[src/rtl/segld_pkg.sv]
package segld_pkg;

  typedef enum logic [1:0] {
    DM_MUX4 = 2'b00,
    DM_STAT = 2'b01,
    DM_MUX2 = 2'b10,
    DM_MUX3 = 2'b11
  } drive_mode_e;

  // Number of word writes one byte needs in a given mode.
  function automatic logic [3:0] words_per_byte(drive_mode_e m);
    case (m)
      DM_STAT: return 4'd8;
      DM_MUX2: return 4'd4;
      DM_MUX3: return 4'd3;
      default: return 4'd2;
    endcase
  endfunction

  // Row enables for one word write; 'last' marks the final word of a byte.
  function automatic logic [3:0] rows_enabled(drive_mode_e m, logic last);
    case (m)
      DM_STAT: return 4'b0001;
      DM_MUX2: return 4'b0011;
      DM_MUX3: return last ? 4'b0011 : 4'b0111;
      default: return 4'b1111;
    endcase
  endfunction

  // Bits consumed from the byte by one write with the given row enables.
  function automatic logic [2:0] bits_used(logic [3:0] mk);
    return {2'b00, mk[0]} + {2'b00, mk[1]} + {2'b00, mk[2]} + {2'b00, mk[3]};
  endfunction

endpackage

[src/rtl/segld_pointer.sv]
module segld_pointer #(
  parameter int WORDS = 40,
  localparam int AW = $clog2(WORDS)
) (
  input  logic          clk,
  input  logic          rst_n,
  input  logic          load,
  input  logic [AW-1:0] load_val,
  input  logic          step,
  output logic [AW-1:0] ptr,
  output logic          wrapped
);
  localparam logic [AW-1:0] LAST = AW'(WORDS - 1);

  logic at_last;
  assign at_last = (ptr == LAST);

  always_ff @(posedge clk or negedge rst_n) begin
    if (!rst_n) begin
      ptr     <= '0;
      wrapped <= 1'b0;
    end else begin
      wrapped <= step && at_last;
      if (load)
        ptr <= (int'(load_val) < WORDS) ? load_val : '0;
      else if (step)
        ptr <= at_last ? '0 : ptr + 1'b1;
    end
  end
endmodule

[src/rtl/segld_packer.sv]
module segld_packer
  import segld_pkg::*;
#(
  parameter int ROWS = 4
) (
  input  logic            clk,
  input  logic            rst_n,
  input  logic            start,
  input  logic [7:0]      byte_in,
  input  drive_mode_e     mode_in,
  output logic            active,
  output logic [ROWS-1:0] mask,
  output logic [ROWS-1:0] data
);
  logic [7:0]  shreg;
  logic [3:0]  left;
  drive_mode_e mode_q;
  logic        last;

  assign active = (left != 4'd0);
  assign last   = (left == 4'd1);
  assign mask   = active ? ROWS'(rows_enabled(mode_q, last)) : '0;

  for (genvar r = 0; r < ROWS; r++) begin : g_row
    assign data[r] = mask[r] & shreg[7-r];
  end

  always_ff @(posedge clk or negedge rst_n) begin
    if (!rst_n) begin
      shreg  <= '0;
      left   <= '0;
      mode_q <= DM_STAT;
    end else if (start) begin
      shreg  <= byte_in;
      left   <= words_per_byte(mode_in);
      mode_q <= mode_in;
    end else if (active) begin
      shreg  <= shreg << bits_used(4'(mask));
      left   <= left - 4'd1;
    end
  end
endmodule

[src/rtl/seg_ram_loader.sv]
module seg_ram_loader
  import segld_pkg::*;
#(
  parameter int WORDS = 40,
  localparam int AW   = $clog2(WORDS),
  localparam int ROWS = 4
) (
  input  logic            clk,
  input  logic            rst_n,
  input  logic            cs,
  input  logic [1:0]      mode,
  input  logic            ptr_ld,
  input  logic [AW-1:0]   ptr_in,
  input  logic            byte_vld,
  input  logic [7:0]      byte_in,
  output logic            wr_en,
  output logic [AW-1:0]   wr_addr,
  output logic [ROWS-1:0] wr_mask,
  output logic [ROWS-1:0] wr_data,
  output logic            busy,
  output logic            wrap_pulse
);
  logic accept_byte;
  logic accept_load;
  logic step;

  assign accept_byte = byte_vld && cs && !busy;
  assign accept_load = ptr_ld && cs && !busy;

  segld_packer #(.ROWS(ROWS)) u_pack (
    .clk     (clk),
    .rst_n   (rst_n),
    .start   (accept_byte),
    .byte_in (byte_in),
    .mode_in (drive_mode_e'(mode)),
    .active  (busy),
    .mask    (wr_mask),
    .data    (wr_data)
  );

  assign step  = busy;
  assign wr_en = step;

  segld_pointer #(.WORDS(WORDS)) u_ptr (
    .clk      (clk),
    .rst_n    (rst_n),
    .load     (accept_load),
    .load_val (ptr_in),
    .step     (step),
    .ptr      (wr_addr),
    .wrapped  (wrap_pulse)
  );
endmodule

[config.mk]
export PLATFORM = sky130hd
export DESIGN_NAME = seg_ram_loader
export DESIGN_NICKNAME = d
export VERILOG_FILES = /design/src/rtl/segld_pkg.sv /design/src/rtl/segld_pointer.sv /design/src/rtl/segld_packer.sv /design/src/rtl/seg_ram_loader.sv
export SDC_FILE = /design/constraint.sdc
export NUM_CORES = 1
export LEC_CHECK = 0
export BUFFER_PORTS_ARGS = -buffer_cell sky130_fd_sc_hd__buf_2
export CORE_ASPECT_RATIO = 1.25
export CORE_MARGIN = 1
export CORE_UTILIZATION = 48
export DETAILED_ROUTE_END_ITERATION = 16
export MAX_ROUTING_LAYER = met4
export PLACE_DENSITY = 0.81
export SLEW_MARGIN = 20
export SYNTH_ARGS = -nofsm -noshare
export SYNTH_HDL_FRONTEND = slang
export SYNTH_SLANG_ARGS = --single-unit
[constraint.sdc]
create_clock -name clk -period 3.1 [get_ports clk]
set_input_delay 0.155 -clock clk [delete_from_list [all_inputs] [get_ports clk]]
set_output_delay 0.155 -clock clk [all_outputs]
set_load 0.05 [all_outputs]
---- Word-level counts from Yosys, hierarchy flattened ----
Index checks and enable logic that the tools add are counted.
storage, ports and cells
  bits in registers ....................... 21
  input bits .............................. 21
  output and inout port bits .............. 17
operators by class
  add/sub/neg operators ................... 5
  bitwise gates (word level) .............. 4
  $lt $le $gt $ge ......................... 1
  reductions and logical operators ........ 9
  shifts and indexed selects .............. 1
  eq/ne operators ......................... 8
  mux-type cells .......................... 12
operators with widths
  kind                 number
  $mux 6               4
  $pmux 4 s3           2
  $mux 8               2
  $mux 4               3
  $eq 2x2->1 const B   4
  $shl 8x3->8          1
  $add 3x1->3          2
  $add 6x1->6 const B  1
  $eq 6x6->1 const B   1
  $lt 6x6->1 const B   1
  $logic_and 1x1->1    5
  $and 1x1->1          4
  $eq 2x1->1 const B   2
  $eq 4x1->1 const B   1
  $reduce_bool 2->1    2
  $reduce_bool 4->1    1
  $sub 4x1->4 const B  1
  $mux 3               1
  $add 1x1->2          1
  $logic_not 1->1      1

---- Logic depth before layout (Yosys ltp) ----
Gate-level depths: netlist of run 1.
  depth after elaboration ................. 10
  mapped depth ............................ 14

---- By module ----
A second synthesis of run 1 with hierarchy kept.
unflattened totals
  cell total of the unflattened synthesis .. 167
  area total of the unflattened synthesis .. 1505.2 µm²
by module, submodules not included
  module          area each (µm²)  seq. area each (µm²)  cells each  times used
  segld_packer    1073.5           351.6                 122         1
  segld_pointer   406.6            175.2                 42          1
  seg_ram_loader  25.0             0.0                   3           1

---- Least setup slack after synthesis of run 1 ----
Ideal clock, no wire load.
  path type ............................... register to register
  from .................................... reg u_pack.left[0]
  to ...................................... reg u_pack.shreg[7]
  library setup time ...................... 0.133 ns
  clock period less this slack ............ 4.162 ns
  cell stages (with the launch flop) ...... 13
  setup slack ............................. -1.062 ns
  arrival ................................. 4.028 ns
  buffers on the path ..................... 0
  data required time ...................... 2.967 ns
  cell sequence ........................... dfrtp_1 inv_1 ha_1 a21oi_1 nor3_1 nor3_1 inv_1 fa_1 ha_1 mux4_2 a221o_1 o221ai_1 o41ai_1
on the way
  longest elaborated chain between the ends .. 9
  elaborated cells between the ends (all ways) .. 14
  classes of those cells .................. add/sub (3); eq/ne (1); shift (1); mux (5); reduce/logical (4)
ends and longest elaborated chain
  element                      line                  source
  from (decl)                  segld_packer.sv:16    logic [3:0] left;
  from (signal assigned)       segld_packer.sv:35    left <= words_per_byte(mode_in);
  from (signal assigned)       segld_packer.sv:39    left <= left - 4'd1;
  $eq 4x1->1                   segld_packer.sv:21    assign last = (left == 4'd1);
  $mux 3                       segld_pkg.sv:25       DM_MUX3: return last ? 4'b0011 : 4'b0111;
  $pmux 4 s3                   segld_pkg.sv:22       case (m)
  $mux 4 *                     segld_packer.sv:22    assign mask = active ? ROWS'(rows_enabled(mode_q, last)) : '0;
  net wr_mask[2]               seg_ram_loader.sv:18  output logic [ROWS-1:0] wr_mask,
  $add 3x1->3 * (2 in series)  segld_pkg.sv:32       return {2'b00, mk[0]} + {2'b00, mk[1]} + {2'b00, mk[2]} + {2'b00, mk[3]};
  $shl 8x3->8 *                segld_packer.sv:38    shreg <= shreg << bits_used(4'(mask));
  $mux 8 *                     segld_packer.sv:37    end else if (active) begin
  $mux 8 *                     segld_packer.sv:33    end else if (start) begin
  to (signal assigned)         segld_packer.sv:34    shreg <= byte_in;
  to (signal assigned)         segld_packer.sv:38
  to (decl)                    segld_packer.sv:15    logic [7:0] shreg;
The timed path passes the listed nets; every way through them passes the cells marked *. The select of a mux whose other input is x is not followed.
A chain may end at the register's enable or synchronous reset.

---- Final worst setup path of run 1 ----
  from .................................... reg u_pack.mode_q[0]
  to ...................................... reg u_pack.shreg[7]
on the way
  longest elaborated chain between the ends .. 9
  elaborated cells between the ends (all ways) .. 11
  classes of those cells .................. add/sub (3); eq/ne (3); shift (1); mux (4)
ends and longest elaborated chain
  element                                   line                source
  from (decl)                               segld_packer.sv:17  drive_mode_e mode_q;
  from (signal assigned)                    segld_packer.sv:36  mode_q <= mode_in;
  $eq 2x2->1 or $eq 2x1->1 (tied branches)  segld_pkg.sv:22
  $pmux 4 s3 *                              segld_pkg.sv:22
  $mux 4 *                                  segld_packer.sv:22
  $add 1x1->2                               segld_pkg.sv:32
  $add 3x1->3                               segld_pkg.sv:32
  $add 3x1->3 *                             segld_pkg.sv:32
  $shl 8x3->8 *                             segld_packer.sv:38
  $mux 8 *                                  segld_packer.sv:37
  $mux 8 *                                  segld_packer.sv:33
Every way passes the cells marked *; elsewhere a longest branch is shown, timed or not. The select of a mux whose other input is x is not followed.

==> metrics.yaml, run 1 <==
status:
  status: "finished clean"
setup_path:
  worst_ep_required_time_ns: 3.31
  cp-end-kind: "register"
  critPathArrivalTime_ns: 3.17
  path_max_fanout: 13
  start_kind: "register"
  worstReg2RegStart: "u_pack.mode_q[0]"
  worstSetupPathType: "reg -> reg"
  crit_start: "u_pack.mode_q[0]"
cts:
  cts_made_buffers: 3
  cts.sinks: 21
  cts_tree: "built"
  root_buffer: "clkbuf_4"
  worst_skew_pair.late_latency_ns: 0.31
  path_clk_slew_ns: 0.12
  clockBufferDepth: 2
  cts.htree.levels: 1
final_layout:
  ff_latch_area_um2: 528
  area_growth_pct: 19.5
  design_area_um2: 1800
  multi_input_area_um2: 942
  drive_gt1_frac: 0.321
  nets: 243
  final_cell_mix: "buf_2 (37), nand2_1 (27), dfrtp_1 (19)"
  n_fill_cell: 264
  diodes: 0
  final_common_cell: "buf_2"
logic_synthesis:
  synth-seq-cells: 21
  syn_area_per_cell_um2: 8.58
  synth_edf_count: 0
  synth_top_family_by_area: "simple AND/OR/NAND/NOR gates"
  synth_fp_nets: 206
  synthDistinctLibCells: 46
  yosys-mux-area-fraction: 0.0829
  synth-xor-area-share: 0.00580
  ys_seq_area_frac: 0.349
  synth-async-reset-ratio: 1.00
  synthFlopType: "dfrtp_1"
  synth_compound_area_frac: 0.190
  synth_adder_area_share: 0.0795
  syn_area_um2: 1510
  synth-simple-area-share: 0.231
  syn_inst: 176
  yosysWarnings: 0
timing:
  tightest_slew_ns: 0.506
  max_freq_mhz: 337
  hold_violations: 0
  slew_viol_final: 0
  setup_viol: 0
  rsz0062_at_grt: "false"
  final.setup.tns_ns: 0
  fin_skew_ns: 0.00556
  fin_crit_sh: 0.956
  slew_headroom: 0.663
  min_period_ns: 2.96
route:
  wire_per_inst_um: 14.1
  routed.top_layer: "met4"
  route.met2.wl_mm: 1.59
  drt_iter0_drc: 49
  drt_wl_total_mm: 3.50
  dr_wl_met3_um: 159
  routed_via_density: 5.79
  vias: 1436
  drt_pass1_iterations: 4
  ant_nets: 0
  wl_met1_mm: 1.68
  drc: 0
floorplanning:
  dieArea_um2: 3380
  die_width_um: 52.2
  core_area_um2: 2970
  start_util: 0.508
  io-pin-count: 38
  die_h_um: 64.7
  rows: 22
global_routing:
  grt_overflow_total: 0
  grtUsageTotal: 0.237
  grt_pass1_wl_mm: 5.84
  grt_pass1_vias: 1289
  grt_max_degree: 22
  antenna_found_initial: 0
place:
  dpl_cell_area_um2: 1760
  numPortBuffers: 37
  hpwl_mm: 2.59
  place.gp.congestion: 0.832
flow_run:
  cap_viol_max_count: 0
min_path:
  min_from: "byte_in[0]"
  min_path_type: "in -> reg"
-- synth_stat cells (all sizes together) (2+ instances only) --
cell type	instances	area share
a21oi	8	0.027
a31o	2	0.012
a31oi	4	0.017
a32oi	2	0.012
and2	5	0.021
and3	4	0.017
buf	6	0.027
clkbuf	4	0.0099
dfrtp	20	0.33
ha	8	0.066
inv	10	0.025
mux2	5	0.040
mux2i	2	0.013
mux4	2	0.030
nand2	27	0.067
nand3	7	0.023
nand4	4	0.017
nor2	15	0.037
nor2b	2	0.0083
nor3	4	0.013
nor3b	2	0.013
o211ai	3	0.015
o21ai	10	0.033
o22ai	2	0.0083
o31ai	2	0.0099
-- area by class of cell --
class	instances	area share
Multi-Input combinational cell	135	0.522
Sequential cell	21	0.293
Timing Repair Buffer	42	0.125
Tap cell	36	0.0250
Inverter	10	0.0208
Clock buffer	4	0.0146
-- cell families after synthesis --
| group | Yosys count |
|---|---|
| xor gates and xnor gates | 1 |
| muxes | 9 |
| AOI/OAI and AO/OA | 43 |
| and+or+nand+nor | 73 |
| DFF | 21 |
| buffers and inverters | 20 |
| adders and majority gates | 9 |
-- final timing paths --
check | to | cells past startpoint | slack, ns
worst max-delay path | u_pack.shreg[7] | 8 | 0.14
worst min-delay path | u_pack.shreg[0] | 2 | 0.05
worst max register to register | u_pack.shreg[7] | 8 | 0.14
worst min register to register | u_pack.mode_q[0] | 2 | 0.51
max in group asynchronous | u_pack.mode_q[0] | 2 | 2.43
min in group asynchronous | u_pack.shreg[0] | 2 | 0.32
-- flip-flops by register name (all words and copies together), names as in the netlist --
signal and count:
u_pack.shreg 8, u_ptr.wrapped 1, u_pack.left 4, u_pack.mode_q 2
u_ptr.ptr 6
-- critical path, cell delays in order, from the launching register on --
cell      delay [ns]
dfstp_2         0.56
nor2b_1         0.32
nand2_1         0.14
fa_2            0.44
ha_4            0.36
mux4_2          0.53
a221o_1         0.34
o221ai_1        0.07
o41ai_1         0.10
-- through the flow --
stage / utilization / hold slack [ns] / setup WS [ns] / std cells
floorplan: - / -0.141 / 0.00921 / 176
global route: 0.607 / 0.0448 / 0.00591 / 248
global placement: 0.592 / 0.136 / 0.203 / 242
CTS: 0.604 / 0.0540 / 0.107 / 247
finish: 0.607 / 0.0536 / 0.136 / 248
detailed placement: 0.592 / 0.151 / 0.136 / 242
-- timing repair --
item,CTS,global route
hold buffers,1,0
buffers inserted,0,1
endpoints found under the hold margin,20,0
resized for setup,0,1
setup endpoints to repair,0,1
-- layer usage --
| metal | up-vias | track usage |
|---|---|---|
| met1 | 671 | 0.311 |
| met2 | 54 | 0.370 |
| met5 | - | - |
| li1 | 704 | - |
| met3 | 7 | 0.0235 |
| met4 | 0 | 0.0987 |
Power of run 1 is not shown: default switching activity piles up to over one toggle a cycle in this logic, so the estimate is an artifact.
==> inputs of run 2 (changes only) <==
CORE_ASPECT_RATIO = default   (was 1.25)
==> run 2 against run 1 <==
  * Clock-buffer cell count decreased by 1
  * Register-to-register slack improved by 0.03 ns
  * Critical path type unchanged
  * Sequential share of layout area decreased by 0.069 points
  * Final cell count increased by 2.0%
  * Fmax increased by 0.90%
  * Global-route usage increased by 1.3 points
  * Non-clock buffer count decreased by 1
  * Via count increased by 0.70%
  * Setup slack improved by 0.027 ns
  * Sequential cell count unchanged
  * First-iteration DRC count increased by 37%
==> metrics.yaml, run 2 (synthesis results as in run 1) <==
place:
  place.gp.congestion: 0.852
  numPortBuffers: 37
  hpwl_mm: 2.77
setup_path:
  worstSetupPathType: "reg -> reg"
  critPathBufInv: 0
  start_kind: "register"
  path_max_fanout: 4
  critical_path.top_delay_family: "adder cells"
  timing.rr.end: "u_pack.shreg[7]"
  r2r_slack_ns: 0.16
  worstReg2RegStart: "u_pack.mode_q[0]"
  path_cells: "nor2b_1 > nand2_1 > fa_2 > ha_4 > mux4_2 > a221o_1 > o221ai_1 > o41ai_1"
  critPathArrivalTime_ns: 3.14
  slowest_stage: "dfstp_2"
  worst_ep_required_time_ns: 3.30
  max_stage_delay_ns: 0.58
  reg2reg_depth: 8
  cp-end-kind: "register"
timing:
  setup_viol: 0
  slew_viol_final: 0
  hold_violations: 0
  slew_headroom: 0.650
  fin_skew_ns: 0.0120
  max_freq_mhz: 340
  rsz0062_at_grt: "false"
  min_period_ns: 2.94
  final.setup.tns_ns: 0
  fin_crit_sh: 0.947
  tightest_slew_ns: 0.525
min_path:
  min_path_type: "in -> reg"
  min_path_cells: 2
  min_to: "u_pack.shreg[0]"
  min_from: "byte_in[0]"
cts:
  root_buffer: "clkbuf_4"
  cts.sinks: 21
  cts.htree.levels: 1
  cts_made_buffers: 3
  worst_skew_pair.late_latency_ns: 0.31
  cts_tree: "built"
  clockBufferDepth: 2
  cts_resized: 0
  path_clk_slew_ns: 0.13
route:
  routed_via_density: 5.72
  routed.top_layer: "met4"
  drt_wl_total_mm: 3.72
  drc: 0
  vias: 1446
  wire_per_inst_um: 14.7
  wl_met1_mm: 1.66
  ant_nets: 0
  drt_iter0_drc: 67
  dr_wl_met3_um: 180
  route.met2.wl_mm: 1.86
  drt_pass1_iterations: 4
floorplanning:
  start_util: 0.525
  die_width_um: 58.1
  die_h_um: 58.1
  core_area_um2: 2880
  io-pin-count: 38
  dieArea_um2: 3370
  rows: 19
global_routing:
  grt_pass1_vias: 1385
  antenna_found_initial: 0
  grt_overflow_total: 0
  grtUsageTotal: 0.250
  grt_max_degree: 23
  grt_pass1_wl_mm: 6.27
flow_run:
  cap_viol_max_count: 0
final_layout:
  biggestRegsByFlops: "u_pack.shreg: 8 flops, u_ptr.ptr: 6 flops, u_pack.left: 4 flops"
  max_flop_register: "u_pack.shreg"
  largest_reg_flops: 8
  final_common_cell: "buf_2"
  diodes: 0
  area_growth_pct: 19.5
  drive_gt1_frac: 0.318
  nets: 242
  final_cell_mix: "buf_2 (37), nand2_1 (27), dfrtp_1 (20)"
status:
  status: "finished clean"
run 2: changes by cell type in the layout (fill, tap and decap cells not counted):
cell	previous run	this run
buf_4	4	3
clkbuf_1	1	0
clkinv_2	0	1
dfrtp_1	19	20
dfrtp_2	1	0
run 2: how the worst max path moves through the flow:
stage	from	endpoint	slack [ns]	depth (start not counted)
CTS	u_pack.mode_q[0]	u_pack.shreg[7]	0.18	8
global placement	u_pack.mode_q[0]	u_pack.shreg[7]	0.27	8
finish	u_pack.mode_q[0]	u_pack.shreg[7]	0.16	8
detailed placement	u_pack.mode_q[0]	u_pack.shreg[7]	0.18	8
floorplan	u_pack.left[0]	u_pack.shreg[7]	0.009	11
global route	u_pack.mode_q[0]	u_pack.shreg[7]	0.05	8
run 2: area by class of cell:
type	instances	area, µm²
inverter	10	37.5
timing repair buffer	41	218
tap	42	52.6
fill	243	1070
clock buffer	3	22.5
sequential	21	527
multi-input combinational	135	942
clock inverter	1	5.00
run 2: worst register-to-register path: cells and delay by family (launching register included):
family                   cells  cell delay [ns]
AND/OR/NAND/NOR              2             0.52
adder cells (fa/ha/maj)      2             0.73
flip-flops                   1             0.58
multiplexers                 1             0.50
AO/OA/AOI/OAI                3             0.50
run 2: timing repair:
item                      4_1_cts  5_1_grt
setup buffers                   0        0
hold buffers                    1        0
hold endpoints to repair       20        0
run 2: routing by layer:
| metal | vias to the layer above | track usage |
|---|---|---|
| met5 | - | - |
| met4 | 0 | 0.0510 |
| met3 | 4 | 0.0513 |
| met2 | 51 | 0.420 |
| met1 | 688 | 0.312 |
| li1 | 703 | - |
run 2: per-stage QoR:
stage                     cells  area [µm²]  setup slack (ns)  hold WS [ns]  utilization
after CTS                   253        1800             0.176        0.0530        0.627
after floorplan             176        1570           0.00921        -0.141            -
final                       253        1800             0.163        0.0656        0.627
after global routing        253        1800            0.0477        0.0388        0.627
after detailed placement    248        1770             0.183         0.140        0.614
after global placement      248        1770             0.271         0.142        0.614
Power of run 2 is left out for the same reason.
==> inputs of run 3 (changes only) <==
BUFFER_PORTS_ARGS = -buffer_cell sky130_fd_sc_hd__buf_4   (was -buffer_cell sky130_fd_sc_hd__buf_2)
==> run 3 against run 2 <==
  * Clock skew fell by 0.0088 ns
  * Worst hold slack worse by 0.0069 ns
  * Critical path depth did not move
  * Critical endpoint unchanged
  * Highest routed layer unchanged
==> metrics.yaml, run 3 (synthesis results as in run 1) <==
final_layout:
  biggestRegsByFlops: "u_pack.shreg: 8 flops, u_ptr.ptr: 6 flops, u_pack.left: 4 flops"
  ff_latch_area_um2: 527
  nets: 242
  final_common_cell: "buf_4"
  drive_gt1_frac: 0.318
  diodes: 0
  utilization: 0.659
  area_growth_pct: 25.6
  n_fill_cell: 243
  max_flop_register: "u_pack.shreg"
  design_area_um2: 1900
  final_cell_mix: "buf_4 (40), nand2_1 (27), dfrtp_1 (20)"
  multi_input_area_um2: 942
  largest_reg_flops: 8
timing:
  final.setup.tns_ns: 0
  max_freq_mhz: 343
  min_period_ns: 2.91
  slew_viol_final: 0
  setup_viol: 0
  hold_violations: 0
  slew_headroom: 0.672
  setup_ws_ns: 0.185
  fin_crit_sh: 0.940
  tightest_slew_ns: 0.491
  fin_skew_ns: 0.00316
  rsz0062_at_grt: "false"
setup_path:
  path_max_fanout: 4
  start_kind: "register"
  crit_start: "u_pack.mode_q[0]"
  worstSetupPathType: "reg -> reg"
  worst_ep_required_time_ns: 3.30
  critPathArrivalTime_ns: 3.11
  r2r_slack_ns: 0.19
  worstReg2RegStart: "u_pack.mode_q[0]"
  cp-end-kind: "register"
route:
  vias: 1475
  routed_via_density: 5.83
  drc: 0
  ant_nets: 0
  drt_wl_total_mm: 3.90
  drt_pass1_iterations: 4
  wire_per_inst_um: 15.4
  drt_iter0_drc: 59
floorplanning:
  die_h_um: 58.1
  core_area_um2: 2880
  dieArea_um2: 3370
  rows: 19
  die_width_um: 58.1
  io-pin-count: 38
  start_util: 0.525
global_routing:
  grt_max_degree: 23
  antenna_found_initial: 0
  grt_overflow_total: 0
  grt_pass1_vias: 1456
  grtUsageTotal: 0.262
  grt_pass1_wl_mm: 6.61
cts:
  cts_resized: 0
  cts_tree: "built"
  cts_made_buffers: 3
  cts.htree.levels: 1
  cts.sinks: 21
  clockBufferDepth: 2
  worst_skew_pair.late_latency_ns: 0.31
  path_clk_slew_ns: 0.13
  root_buffer: "clkbuf_4"
min_path:
  min_from: "ptr_in[3]"
  min_path_type: "in -> reg"
status:
  status: "finished clean"
place:
  place.gp.congestion: 0.885
  hpwl_mm: 2.91
  pre_cts_ws_ns: 0.194
  dpl_cell_area_um2: 1860
  numPortBuffers: 37
flow_run:
  cap_viol_max_count: 0
==> run 3: through the flow <==
step	std cells	hold slack, ns
floorplan	176	-0.141
global placement	248	0.0566
detailed placement	248	0.0550
CTS	253	0.0564
global route	253	0.0501
finish	253	0.0587
==> run 3: critical path, cell delays in order (launching register included) <==
cell and delay [ns]:
dfstp_2 0.57, nor2b_1 0.34, nand2_1 0.16, fa_2 0.44, ha_4 0.29, mux4_2 0.50
a221o_1 0.33, o221ai_1 0.07, o41ai_1 0.10
==> run 3: layout make-up <==
class / instances / area share
multi-input cells: 135 / 0.497
clock inverters: 1 / 0.00264
repair buffers: 41 / 0.164
clock buffers: 3 / 0.0119
flip-flops and latches: 21 / 0.278
inverters: 10 / 0.0198
well taps: 42 / 0.0277
==> run 3: metal layers <==
layer	up-vias	global-route usage	routed length, µm	share of wire
met5	-	-	0	0
met4	0	0.0476	45	0.012
met3	6	0.0513	195	0.050
met2	58	0.433	1980	0.51
met1	707	0.337	1690	0.43
li1	704	-	-	-
==> run 3: final timing paths <==
check / end / cells after the start
max: u_pack.shreg[7] / 8
min: u_ptr.ptr[3] / 3
max reg2reg: u_pack.shreg[7] / 8
min reg2reg: u_pack.mode_q[0] / 2
max in group asynchronous: u_pack.mode_q[0] / 2
min in group asynchronous: u_ptr.ptr[4] / 2
==> run 3: timing repair <==
action,in CTS,in global routing
buffers inserted,0,0
hold buffers,1,0
endpoints found under the hold margin,21,0
Power of run 3 is left out for the same reason.
